--- src/rtl/casc_irq_pkg.sv ---
package casc_irq_pkg;
  localparam int SRC_W   = 8;
  localparam int GROUPS  = 2;
  localparam int ADDR_W  = 3;
  localparam int VEC_W   = $clog2(2 * GROUPS * SRC_W + 1);

  typedef enum logic [ADDR_W-1:0] {
    RA_STAT0  = 3'd0,
    RA_MASK0  = 3'd1,
    RA_STAT1  = 3'd2,
    RA_MASK1  = 3'd3,
    RA_MSTAT  = 3'd4,
    RA_MMASK0 = 3'd5,
    RA_MMASK1 = 3'd6,
    RA_NONE   = 3'd7
  } reg_addr_e;
endpackage

--- src/rtl/casc_prio_enc.sv ---
module casc_prio_enc #(
  parameter int W  = 8,
  localparam int IW = (W > 1) ? $clog2(W) : 1
) (
  input  logic [W-1:0]  bits,
  output logic [IW-1:0] idx,
  output logic          hit
);
  // later (higher) indices overwrite earlier ones: highest set bit wins
  always_comb begin
    idx = '0;
    for (int i = 0; i < W; i++) begin
      if (bits[i]) idx = IW'(i);
    end
    hit = |bits;
  end
endmodule

--- src/rtl/casc_group.sv ---
module casc_group #(
  parameter int W          = 8,
  parameter int CASC_BIT   = 7,
  parameter int LOCAL_BASE = 0,
  parameter int MAP_BASE   = 16,
  parameter int VW         = 6,
  localparam int IW = (W > 1) ? $clog2(W) : 1
) (
  input  logic [W-1:0]  req,
  input  logic [W-1:0]  mask,
  input  logic [W-1:0]  map_stat,
  input  logic [W-1:0]  map_mask,
  output logic [W-1:0]  stat,
  output logic          any,
  output logic [VW-1:0] vec
);
  logic [W-1:0]  map_pend;
  logic [W-1:0]  pend;
  logic [IW-1:0] loc_idx, map_idx;
  logic          loc_hit, map_hit;

  assign map_pend = map_stat & map_mask;

  always_comb begin
    stat           = req;
    stat[CASC_BIT] = |map_pend;
  end

  assign pend = stat & mask;
  assign any  = |pend;

  casc_prio_enc #(.W(W)) u_loc (.bits(pend),     .idx(loc_idx), .hit(loc_hit));
  casc_prio_enc #(.W(W)) u_map (.bits(map_pend), .idx(map_idx), .hit(map_hit));

  always_comb begin
    if (pend[CASC_BIT] && map_hit)
      vec = VW'(MAP_BASE) + VW'(map_idx) + VW'(1);
    else if (loc_hit)
      vec = VW'(LOCAL_BASE) + VW'(loc_idx) + VW'(1);
    else
      vec = '0;
  end
endmodule

--- src/rtl/casc_regs.sv ---
module casc_regs
  import casc_irq_pkg::*;
#(
  parameter int W  = 8,
  parameter int AW = 3
) (
  input  logic          clk,
  input  logic          rst,
  input  logic          wr_en,
  input  logic [AW-1:0] addr,
  input  logic [W-1:0]  wdata,
  input  logic [W-1:0]  stat0,
  input  logic [W-1:0]  stat1,
  input  logic [W-1:0]  mstat,
  output logic [W-1:0]  mask0,
  output logic [W-1:0]  mask1,
  output logic [W-1:0]  mmask0,
  output logic [W-1:0]  mmask1,
  output logic [W-1:0]  rdata
);
  always_ff @(posedge clk) begin
    if (rst) begin
      mask0  <= '0;
      mask1  <= '0;
      mmask0 <= '0;
      mmask1 <= '0;
    end else if (wr_en) begin
      case (addr)
        RA_MASK0:  mask0  <= wdata;
        RA_MASK1:  mask1  <= wdata;
        RA_MMASK0: mmask0 <= wdata;
        RA_MMASK1: mmask1 <= wdata;
        default: ;
      endcase
    end
  end

  always_ff @(posedge clk) begin
    if (rst) begin
      rdata <= '0;
    end else begin
      case (addr)
        RA_STAT0:  rdata <= stat0;
        RA_MASK0:  rdata <= mask0;
        RA_STAT1:  rdata <= stat1;
        RA_MASK1:  rdata <= mask1;
        RA_MSTAT:  rdata <= mstat;
        RA_MMASK0: rdata <= mmask0;
        RA_MMASK1: rdata <= mmask1;
        default:   rdata <= '0;
      endcase
    end
  end
endmodule

--- src/rtl/casc_irq_ctrl.sv ---
module casc_irq_ctrl
  import casc_irq_pkg::*;
#(
  parameter int W         = SRC_W,
  parameter int AW        = ADDR_W,
  parameter int CASC0_BIT = 7,
  parameter int CASC1_BIT = 3,
  localparam int NG = 2,
  localparam int VW = $clog2(2 * NG * W + 1)
) (
  input  logic          clk,
  input  logic          rst,
  input  logic [W-1:0]  lcl0_req,
  input  logic [W-1:0]  lcl1_req,
  input  logic [W-1:0]  map_req,
  input  logic          wr_en,
  input  logic [AW-1:0] addr,
  input  logic [W-1:0]  wdata,
  output logic [W-1:0]  rdata,
  output logic          irq0,
  output logic          irq1,
  output logic [VW-1:0] vec0,
  output logic          vec0_vld,
  output logic [VW-1:0] vec1,
  output logic          vec1_vld
);
  logic [W-1:0]  req_a   [NG];
  logic [W-1:0]  mask_a  [NG];
  logic [W-1:0]  mmask_a [NG];
  logic [W-1:0]  stat_a  [NG];
  logic          any_a   [NG];
  logic [VW-1:0] vec_a   [NG];
  logic          irq_q   [NG];
  logic [VW-1:0] vec_q   [NG];
  logic          vld_q   [NG];

  assign req_a[0] = lcl0_req;
  assign req_a[1] = lcl1_req;

  casc_regs #(.W(W), .AW(AW)) u_regs (
    .clk(clk), .rst(rst), .wr_en(wr_en), .addr(addr), .wdata(wdata),
    .stat0(stat_a[0]), .stat1(stat_a[1]), .mstat(map_req),
    .mask0(mask_a[0]), .mask1(mask_a[1]),
    .mmask0(mmask_a[0]), .mmask1(mmask_a[1]),
    .rdata(rdata)
  );

  for (genvar g = 0; g < NG; g++) begin : g_grp
    localparam int CB = (g == 0) ? CASC0_BIT : CASC1_BIT;

    casc_group #(
      .W(W), .CASC_BIT(CB), .LOCAL_BASE(g * W),
      .MAP_BASE((NG + g) * W), .VW(VW)
    ) u_grp (
      .req(req_a[g]), .mask(mask_a[g]),
      .map_stat(map_req), .map_mask(mmask_a[g]),
      .stat(stat_a[g]), .any(any_a[g]), .vec(vec_a[g])
    );

    always_ff @(posedge clk) begin
      if (rst) begin
        irq_q[g] <= 1'b0;
        vec_q[g] <= '0;
        vld_q[g] <= 1'b0;
      end else begin
        irq_q[g] <= any_a[g];
        vec_q[g] <= vec_a[g];
        vld_q[g] <= (vec_a[g] != '0);
      end
    end
  end

  assign irq0     = irq_q[0];
  assign irq1     = irq_q[1];
  assign vec0     = vec_q[0];
  assign vec1     = vec_q[1];
  assign vec0_vld = vld_q[0];
  assign vec1_vld = vld_q[1];
endmodule

--- config.mk ---
export PLATFORM = sky130hd
export DESIGN_NAME = casc_irq_ctrl
export DESIGN_NICKNAME = d
export VERILOG_FILES = /design/src/rtl/casc_irq_pkg.sv /design/src/rtl/casc_prio_enc.sv /design/src/rtl/casc_group.sv /design/src/rtl/casc_regs.sv /design/src/rtl/casc_irq_ctrl.sv
export SDC_FILE = /design/constraint.sdc
export NUM_CORES = 1
export LEC_CHECK = 0
export BUFFER_PORTS_ARGS = -buffer_cell sky130_fd_sc_hd__buf_2
export CAP_MARGIN = 20
export CORE_MARGIN = 4
export CORE_UTILIZATION = 45
export CTS_CLUSTER_SIZE = 10
export DETAILED_ROUTE_END_ITERATION = 8
export PLACE_DENSITY = 0.68
export SLEW_MARGIN = 10
export SYNTH_ARGS = -nofsm -noshare
export SYNTH_HDL_FRONTEND = slang
export SYNTH_SLANG_ARGS = --single-unit
--- constraint.sdc ---
create_clock -name clk -period 3.2 [get_ports clk]
set_clock_uncertainty 0.05 [all_clocks]
set_input_delay 0.64 -clock clk [delete_from_list [all_inputs] [get_ports clk]]
set_output_delay 0.64 -clock clk [all_outputs]
set_load 0.03 [all_outputs]
# Word-level counts from Yosys, hierarchy flattened
# Memories as Yosys holds them, arrays and structs flattened.
# Cells that the tools add are included.
# totals
regBits	40
mem_bits_rw	16
in_bits	38
output_inout_bits	24
elab_cells	86
mem_count	3
# mem_list
name	words	width	rd	rd_clocked_by_memory_dff	write_ports	line	text
vec_q	2	6	2	0	2	casc_irq_ctrl.sv:34	logic [VW-1:0] vec_q [NG];
irq_q	2	1	2	0	2	casc_irq_ctrl.sv:33	logic irq_q [NG];
vld_q	2	1	2	0	2	casc_irq_ctrl.sv:35	logic vld_q [NG];
# op_classes
addsub	7
n_eq_ne	6
muxes	42
bitwise_logic	10
n_reduce_logical	13
# ops
op	n
$mux W3	24
$pmux W8 S7	1
$mux W6	6
$and A8 B8 Y8	4
$reduce_or A8 Y1	4
$add A6 B1 Y6 const B	3
$add A5 B3 Y6 const A	2
$reduce_bool A6 Y1	2
$mux W1	11
$eq A3 B3 Y1 const B	3
$reduce_and A2 Y1	4
$eq A3 B2 Y1 const B	2
$or A1 B1 Y1	6
$add A4 B3 Y5 const A	1
$add A3 B1 Y4 const B	1
$eq A3 B1 Y1 const B	1
$logic_not A3 Y1	1
$logic_and A1 B1 Y1	2

# Depth between registers and ports, before layout
# Gate-level depths: netlist of run 1.
# depth
ltp_word	16
ltp_mapped	10
ltp_nobuf	10

# Hierarchy
# A second synthesis of run 1 with hierarchy kept.
# unflattened
cells_unflattened	409
area_unflattened_um2	3348.2
# by_module_without_submodules
mod	instances	cells_per_inst	area_per_inst_um2	seq_area_each_um2
casc_regs	1	222	1885.6	800.8
casc_irq_ctrl	1	37	469.2	320.3
casc_group at g_grp[1].u_grp	1	52	374.1	0.0
casc_group at g_grp[0].u_grp	1	50	354.1	0.0
casc_prio_enc	4	12	66.3	0.0

# Worst setup path after synthesis of run 1
# OpenSTA, ideal clock, no wires.
# synth_path
path_kind	input to register
start	in map_req[6]
end	mem vld_q[1]
setup_ps	132
t_arrival_ps	2422
required_time_ps	3018
path_slack_ps	596
stages	9
n_path_buf	0
path_cell_list	a22oi_1 nand4_1 and2_0 o21ai_0 nand3_1 ha_1 ha_1 o41ai_1 a21oi_1
# synth_rtl
element	line	text
start, declared	casc_irq_ctrl.sv:15	input logic [W-1:0] map_req,
end, declared	casc_irq_ctrl.sv:35	

==> impl_summary.txt, run 1 <==
----------------------------------------------------
[Floorplan]
  Die Width ... 87.3 µm
  Number of rows in the core area ... 28
  Area enclosed by the die boundary ... 0.00761 mm²
  Placeable core region ... 0.00599 mm²
  Starting density of the core ... 47.2%
  Height of the die ... 87.3 µm
  Number of placed I/O pins ... 62

[Critical path]
  Capturing element type of the critical path ... flip-flop
  Chain of cells forming the critical path ... buf_2 > a22oi_1 > nand4_1 > and2_0 > o21ai_0 > nand3_1 > ha_1 > ha_1 > o41ai_1 > a21oi_1
  Reg2reg path depth ... 9
  Largest delay share family, worst path ... compound AO/OA/AOI/OAI gates
  Largest fanout on the critical path ... 4
  Cell at the slowest stage of the critical path ... a22oi_1
  CP endpoint ... vld_q[1]$_SDFF_PP0_
  Total stage count of the critical path ... 10
  Worst reg2reg path startpoint ... u_regs.mmask1[4]$_SDFFE_PP0P_
  Category of the worst setup path launch point ... input port
  Start-to-end type of the worst setup path ... input port to flip-flop
  Cell occurring most often along the worst timing path ... ha_1
  Worst Path Arrival ... 2.83 ns
  Buf+Inv Stages, Crit Path ... 1
  Maximum single-stage delay on the critical path ... 0.39 ns
  Required time of the critical path ... 3.35 ns
  Endpoint of the worst register-to-register path ... vld_q[1]$_SDFF_PP0_
  Register-to-register setup slack ... 0.63 ns
  Launching element of the worst setup path ... map_req[4]

[Clock network]
  Max clock buf depth ... 2
  Post-CTS setup buffer count ... 0
  Clock latency of the later-clocked register in the worst-skew pair ... 0.31 ns
  Quantity of gates resized following cts ... 0
  Clock root buffer master ... clkbuf_8
  Depth of the CTS H-tree ... 2
  CTS tree ... done
  Hold-fix buffer count after cts ... 0
  Clock transition at the register clock pins on the worst setup and hold paths after CTS ... 0.10 ns
  Number of clock buffers inserted by TritonCTS ... 5
  Clock tree sinks ... 55

[Global routing]
  Global-route wire length before repair ... 12,300 µm
  Overflow after GRT ... 0
  Via count of the first global-routing pass ... 2,492
  Largest net degree at the start of global routing ... 31
  Total GRT Usage ... 20.8%
  Initial antenna violation count ... 0

[STA]
  Final Hold Violating Endpoints ... 0
  Fraction of the cycle the final worst path needs ... 83.8%
  Fin worst setup slack ... 0.520 ns
  Slew @ Worst Pin ... 0.669 ns
  Setup TNS after final layout ... 0 ns
  Highest clock rate ... 373 MHz
  Endpoints failing setup ... 0
  WHS ... 0.421 ns
  RSZ-0062 raised after global routing ... no
  Normalized max-slew margin ... 55.4%
  Max-slew violations ... 0
  Shortest clock period the worst path allows after layout ... 2.68 ns

[Worst hold path]
  Class of the most critical hold timing path ... flip-flop to flip-flop

[Routing]
  Pre-Repair DR Iteration Count ... 5
  Aggregate routed wire length ... 7860 µm
  First DRT Iteration DRCs ... 296
  Via density per instance ... 5.76
  Via Count ... 2,811
  Remaining antenna violation count ... 0
  Residual DRC count ... 0
  Average wire per standard cell ... 16.1 µm

[Placement]
  Post-DP Area ... 0.00313 mm²
  Number of placed instances, taps included ... 480
  Final Wtd Congestion ... 0.901
  Pre-CTS WS ... 0.212 ns
  Quantity of I/O buffers inserted on ports ... 58
  DP Wirelength ... 5770 µm

[Synthesis]
  Synth unique cells ... 47
  Number of standard cells after synthesis ... 364
  Syn Std Cell Area ... 0.00283 mm²
  Net count after synthesis ... 408
  Sequential fraction of the synthesis area ... 39.0%
  Post-Synthesis Mean Instance Area ... 7.77 µm²
  Yosys synthesis warning count ... 0
  Synth top area cells ... dfxtp_1 (39%), nand2_1 (14%), a21oi_1 (8.3%)
  Yosys reg bits ... 55
  Cell type contributing the most total cell area after synthesis ... dfxtp_1
  Area share of the leading cell type in the synthesized netlist ... 39.0%

[Final layout]
  Final standard cell count with taps included and fillers excluded ... 488
  Net count reported at finish ... 456
  Filler instances ... 597
  Core Util, Final ... 54.3%
  Fraction of final layout cells sized beyond drive strength 1 ... 19.6%
  Area Growth Syn to Fin ... 15.1%
  Design Area, Final ... 0.00325 mm²
  Total inserted antenna cells ... 0

[Power and ir drop]
  Overall power after layout ... 1.40 mW
  Power density of the placed cells ... 429 mW/mm²
  Worst vdd ir ... 0.000267 V
  Static Leak ... 1.34 nW

[Job]
  Max-cap violations ... 0

[Run status]
  Result of the run ... completed

----------------------------------------------------
[placed cells by master (no fill, tap or decap), types with 2 or more instances in the layout]
master    instances
buf_4             4
a22oi_1           9
buf_2            58
a21oi_1          47
a32oi_1           2
nor3_1            2
nand3_1          17
ha_1              6
nor2b_1           3
and2_1            2
mux4_2            2
inv_1             4
a32o_1            2
mux2i_1          14
nor2_1           14
mux2_2            3
and3_1            3
nand2_1         107
a31o_2            2
nand4_1           4
clkbuf_8          6
or2_2             2
dfxtp_1          55
o211ai_1          6
o21ai_0          12
nor3b_1           2
a31oi_1           4
[synth_stat cells, drive strengths merged]
cell type	n
a222oi	1
nand4bb	1
a221oi	1
or2	2
and3	3
a31oi	4
nand4	4
mux2i	14
clkbuf	11
conb	1
ha	6
a22oi	9
or3	1
o211ai	6
o41ai	1
mux4	3
and2	3
o21a	1
a211oi	1
nand2	107
o21ai	14
inv	4
o22ai	1
a32o	2
or4	1
nand2b	1
a21oi	47
a31o	2
and3b	1
nor3b	2
nand3	17
dfxtp	55
nor2	14
buf	10
nor3	2
a221o	1
mux2	3
a41o	1
nand3b	1
a32oi	2
nor2b	3
[layer usage]
| metal | up-vias | share of wire [%] | track usage, % |
|---|---|---|---|
| met2 | 123 | 42 | 30.5 |
| met4 | 0 | 1.3 | 5.86 |
| met3 | 10 | 8.5 | 3.88 |
| met5 | - | 0 | 0 |
| met1 | 1302 | 48 | 30.8 |
| li1 | 1376 | - | - |
[how the worst min path moves through the flow]
stage / start / to / cells after the start / slack, ns
global route: u_regs.mask1[2]$_SDFFE_PP0P_ / u_regs.mask1[2]$_SDFFE_PP0P_ / 2 / 0.45
CTS: u_regs.mask1[2]$_SDFFE_PP0P_ / u_regs.mask1[2]$_SDFFE_PP0P_ / 2 / 0.42
global placement: u_regs.mask1[1]$_SDFFE_PP0P_ / u_regs.mask1[1]$_SDFFE_PP0P_ / 2 / 0.41
detailed placement: u_regs.mask1[2]$_SDFFE_PP0P_ / u_regs.mask1[2]$_SDFFE_PP0P_ / 2 / 0.41
floorplan: u_regs.mask1[2]$_SDFFE_PP0P_ / u_regs.mask1[2]$_SDFFE_PP0P_ / 2 / 0.39
finish: u_regs.mask1[2]$_SDFFE_PP0P_ / u_regs.mask1[2]$_SDFFE_PP0P_ / 2 / 0.42
[sequential cells by signal (all words and copies together) (netlist names)]
name	count
vec_q	11
u_regs.mask0	8
u_regs.mask1	8
u_regs.mmask0	8
u_regs.mmask1	8
u_regs.rdata	8
irq_q	2
vld_q	2
[power breakdown]
group / internal (mW) / switching (mW)
Combinational: 0.0663 / 0.126
Clock: 0.258 / 0.235
Sequential: 0.702 / 0.00971
[kinds of logic after synthesis]
logic type / after synthesis / synth area share, %
AO/OA/AOI/OAI: 94 / 20.2
adder cells (fa/ha/maj): 6 / 2.66
buffers and inverters: 25 / 4.38
flip-flops: 55 / 39.0
multiplexers: 20 / 8.68
other: 1 / 0.133
AND/OR/NAND/NOR: 163 / 25.0
[layout make-up]
cell class              instances  area, µm²  area share [%]
well taps                      75       93.8            2.88
flip-flops and latches         55       1100            33.8
clock inverters                 2       38.8            1.19
repair buffers                 62        320            9.85
multi-input cells             284       1600            49.2
inverters                       4       15.0           0.462
clock buffers                   6       82.6            2.54
[worst reg2reg max path: cells and delay by family (launching register included)]
family | cells | cell delay, ns
simple gates | 3 | 0.52
compound gates | 4 | 1.04
fa+ha+maj | 2 | 0.51
flops | 1 | 0.35
Power figures use the tool's default switching activity.
==> inputs of run 2 (changes only) <==
- ABC_AREA: unset -> 1
- PLACE_DENSITY: 0.68 -> 0.71
- clock period: 3.2 -> 2.3 ns (I/O delays scaled with it)
==> impl_summary.txt, run 2 <==
----------------------------------------------------
[Worst hold path]
  Beginning of the worst hold path ... wdata[6]
  Class of the most critical hold timing path ... input port to flip-flop

[Critical path]
  Cell occurring most often along the worst timing path ... nand2_1
  Chain of cells forming the critical path ... nand2_1 > nand2_2 > nor2_4 > nand2_2 > nand2_4 > nand2_1 > nand2_1 > nand2_1 > nand2_1 > nand2_1 > ha_1 > ha_1 > or2_1 > o21ai_1 > nand3_1
  Largest delay share family, worst path ... simple AND/OR/NAND/NOR gates
  Capturing element type of the critical path ... flip-flop
  Worst reg2reg path startpoint ... u_regs.mmask1[5]$_SDFFE_PP0P_
  Category of the worst setup path launch point ... flip-flop
  Launching element of the worst setup path ... u_regs.mmask1[5]$_SDFFE_PP0P_
  Register-to-register setup slack ... 0.24 ns
  Maximum single-stage delay on the critical path ... 0.34 ns
  Start-to-end type of the worst setup path ... flip-flop to flip-flop
  Buf+Inv Stages, Crit Path ... 0
  Cell at the slowest stage of the critical path ... dfxtp_1
  Largest fanout on the critical path ... 3
  Required time of the critical path ... 2.45 ns
  Worst Path Arrival ... 2.21 ns

[Synthesis]
  Synth top area cells ... dfxtp_1 (40%), nand2_1 (15%), a21oi_1 (6.9%)
  Async SR Flop Fraction ... 0%
  Yosys reg bits ... 55
  Main flop type after synthesis ... dfxtp_1
  Post-Synthesis Mean Instance Area ... 7.03 µm²
  Syn Std Cell Area ... 0.00276 mm²
  Synth unique cells ... 38
  Most common cell in the synthesized netlist ... nand2_1
  Yosys synthesis warning count ... 0
  Net count after synthesis ... 436
  Area share of the leading cell type in the synthesized netlist ... 39.9%
  Cell types with the highest counts after synthesis ... nand2_1 (108), dfxtp_1 (55), a21oi_1 (38), inv_1 (37), o21ai_0 (24)
  Sequential fraction of the synthesis area ... 39.9%
  Number of enable flip-flop cells after synthesis ... 0
  Number of standard cells after synthesis ... 392
  Cell type contributing the most total cell area after synthesis ... dfxtp_1

[Placement]
  Quantity of I/O buffers inserted on ports ... 58
  Pre-CTS WS ... 0.00112 ns
  DP Wirelength ... 5900 µm
  Post-DP Area ... 0.00312 mm²
  Final Wtd Congestion ... 0.899
  Number of placed instances, taps included ... 519

[Power and ir drop]
  Power density of the placed cells ... 580 mW/mm²
  Worst vdd ir ... 0.000365 V
  Static Leak ... 1.60 nW

[Final layout]
  Most common cell after layout, fill and taps aside ... nand2_1
  Highest-count cells in the layout ignoring fill and taps ... nand2_1 (108), buf_2 (58), dfxtp_1 (55), a21oi_1 (38), inv_1 (37)
  Fraction of final layout cells sized beyond drive strength 1 ... 22.3%
  Total inserted antenna cells ... 0
  Flip-flop count of the largest register, all copies and words added ... 11
  Area Growth Syn to Fin ... 16.8%
  Register with the most flip-flops ... vec_q
  Net count reported at finish ... 495
  Design Area, Final ... 0.00322 mm²
  Final standard cell count with taps included and fillers excluded ... 527

[Routing]
  Detailed-routing wirelength on met1 ... 3210 µm
  Residual DRC count ... 0
  Aggregate routed wire length ... 7620 µm
  Via density per instance ... 5.31
  Remaining antenna violation count ... 0
  Average wire per standard cell ... 14.5 µm
  First DRT Iteration DRCs ... 163
  Pre-Repair DR Iteration Count ... 4
  Met2 WL ... 3540 µm
  Via Count ... 2,796
  Highest metal layer with signal wires ... met4
  Met3 WL post-DR ... 669 µm

[STA]
  Setup TNS after final layout ... 0 ns
  Shortest clock period the worst path allows after layout ... 2.06 ns
  RSZ-0062 raised after global routing ... no
  Fraction of the cycle the final worst path needs ... 89.6%
  Final Hold Violating Endpoints ... 0
  Highest clock rate ... 485 MHz
  Endpoints failing setup ... 0
  Fin worst setup slack ... 0.240 ns
  Max-slew violations ... 0

[Clock network]
  Clock tree sinks ... 55
  Clock transition at the register clock pins on the worst setup and hold paths after CTS ... 0.10 ns
  CTS tree ... done
  Number of clock buffers inserted by TritonCTS ... 5
  Depth of the CTS H-tree ... 2
  Quantity of gates resized following cts ... 0
  Hold-fix buffer count after cts ... 0
  Max clock buf depth ... 2
  Clock latency of the later-clocked register in the worst-skew pair ... 0.31 ns
  Post-CTS setup buffer count ... 0
  Clock root buffer master ... clkbuf_8

[Global routing]
  Via count of the first global-routing pass ... 2,672
  Total GRT Usage ... 21.3%
  Largest net degree at the start of global routing ... 32
  Global-route wire length before repair ... 12,500 µm
  Overflow after GRT ... 0
  Initial antenna violation count ... 0

[Floorplan]
  Height of the die ... 86.3 µm
  Number of rows in the core area ... 28
  Die Width ... 86.3 µm
  Placeable core region ... 0.00592 mm²
  Starting density of the core ... 46.6%
  Number of placed I/O pins ... 62
  Area enclosed by the die boundary ... 0.00744 mm²

[Job]
  Max-cap violations ... 0

[Run status]
  Result of the run ... completed

----------------------------------------------------
-- run 2: cell types whose count changed after synthesis, moves of 7 or more --
cell	previous run	this run
nor2_1	14	23
nand2_2	0	8
a21oi_1	47	38
a22oi_1	9	1
o21ai_0	12	24
mux2i_1	14	0
inv_2	0	7
inv_1	4	37
o21ai_1	1	9
-- run 2: kinds of logic after synthesis --
group / synth area share, %
buffers and inverters: 8.30
adder cells (fa/ha/maj): 2.72
AND/OR/NAND/NOR: 28.9
XOR/XNOR: 0.318
flip-flops: 39.9
other: 0.136
AO/OA/AOI/OAI: 19.6
-- run 2: through the flow --
stage | utilization, % | hold WS (ns) | total power [mW]
2_1_floorplan | - | 0.387 | 1.21
3_3_place_gp | 52.7 | 0.404 | 1.32
3_5_place_dp | 52.7 | 0.405 | 1.32
4_1_cts | 54.4 | 0.382 | 1.89
5_1_grt | 54.4 | 0.397 | 1.95
6_report | 54.4 | 0.395 | 1.87
-- run 2: layout make-up --
cell class,count,area [µm²]
fill,597,2700
multi-input combinational,281,1430
sequential,55,1100
timing repair buffer,64,335
inverter,44,165
tap,75,93.8
clock buffer,6,82.6
clock inverter,2,16.3
-- run 2: path summary, 6_finish.rpt --
kind | to | cells after the start
max | vld_q[1]$_SDFF_PP0_ | 15
min | u_regs.mmask1[6]$_SDFFE_PP0P_ | 3
max reg2reg | vld_q[1]$_SDFF_PP0_ | 15
min reg2reg | u_regs.mask0[0]$_SDFFE_PP0P_ | 2
-- run 2: metal layers --
metal	GRT usage [%]	vias to the layer above
li1	-	1404
met1	27.0	1259
met2	35.7	118
met3	4.18	15
met4	8.64	0
met5	0	-
-- run 2: where the power goes --
group	switching (mW)	leakage [nW]	internal, mW
clock network	0.318	0.0474	0.246
registers	0.0155	0.447	0.988
logic	0.202	1.11	0.0998
total	0.535	1.60	1.33
-- run 2: worst min-delay path, delay by kind of cell --
family          cells  cell delay [ns]
compound gates      1             0.06
buf+inv             1             0.12
simple gates        1             0.07
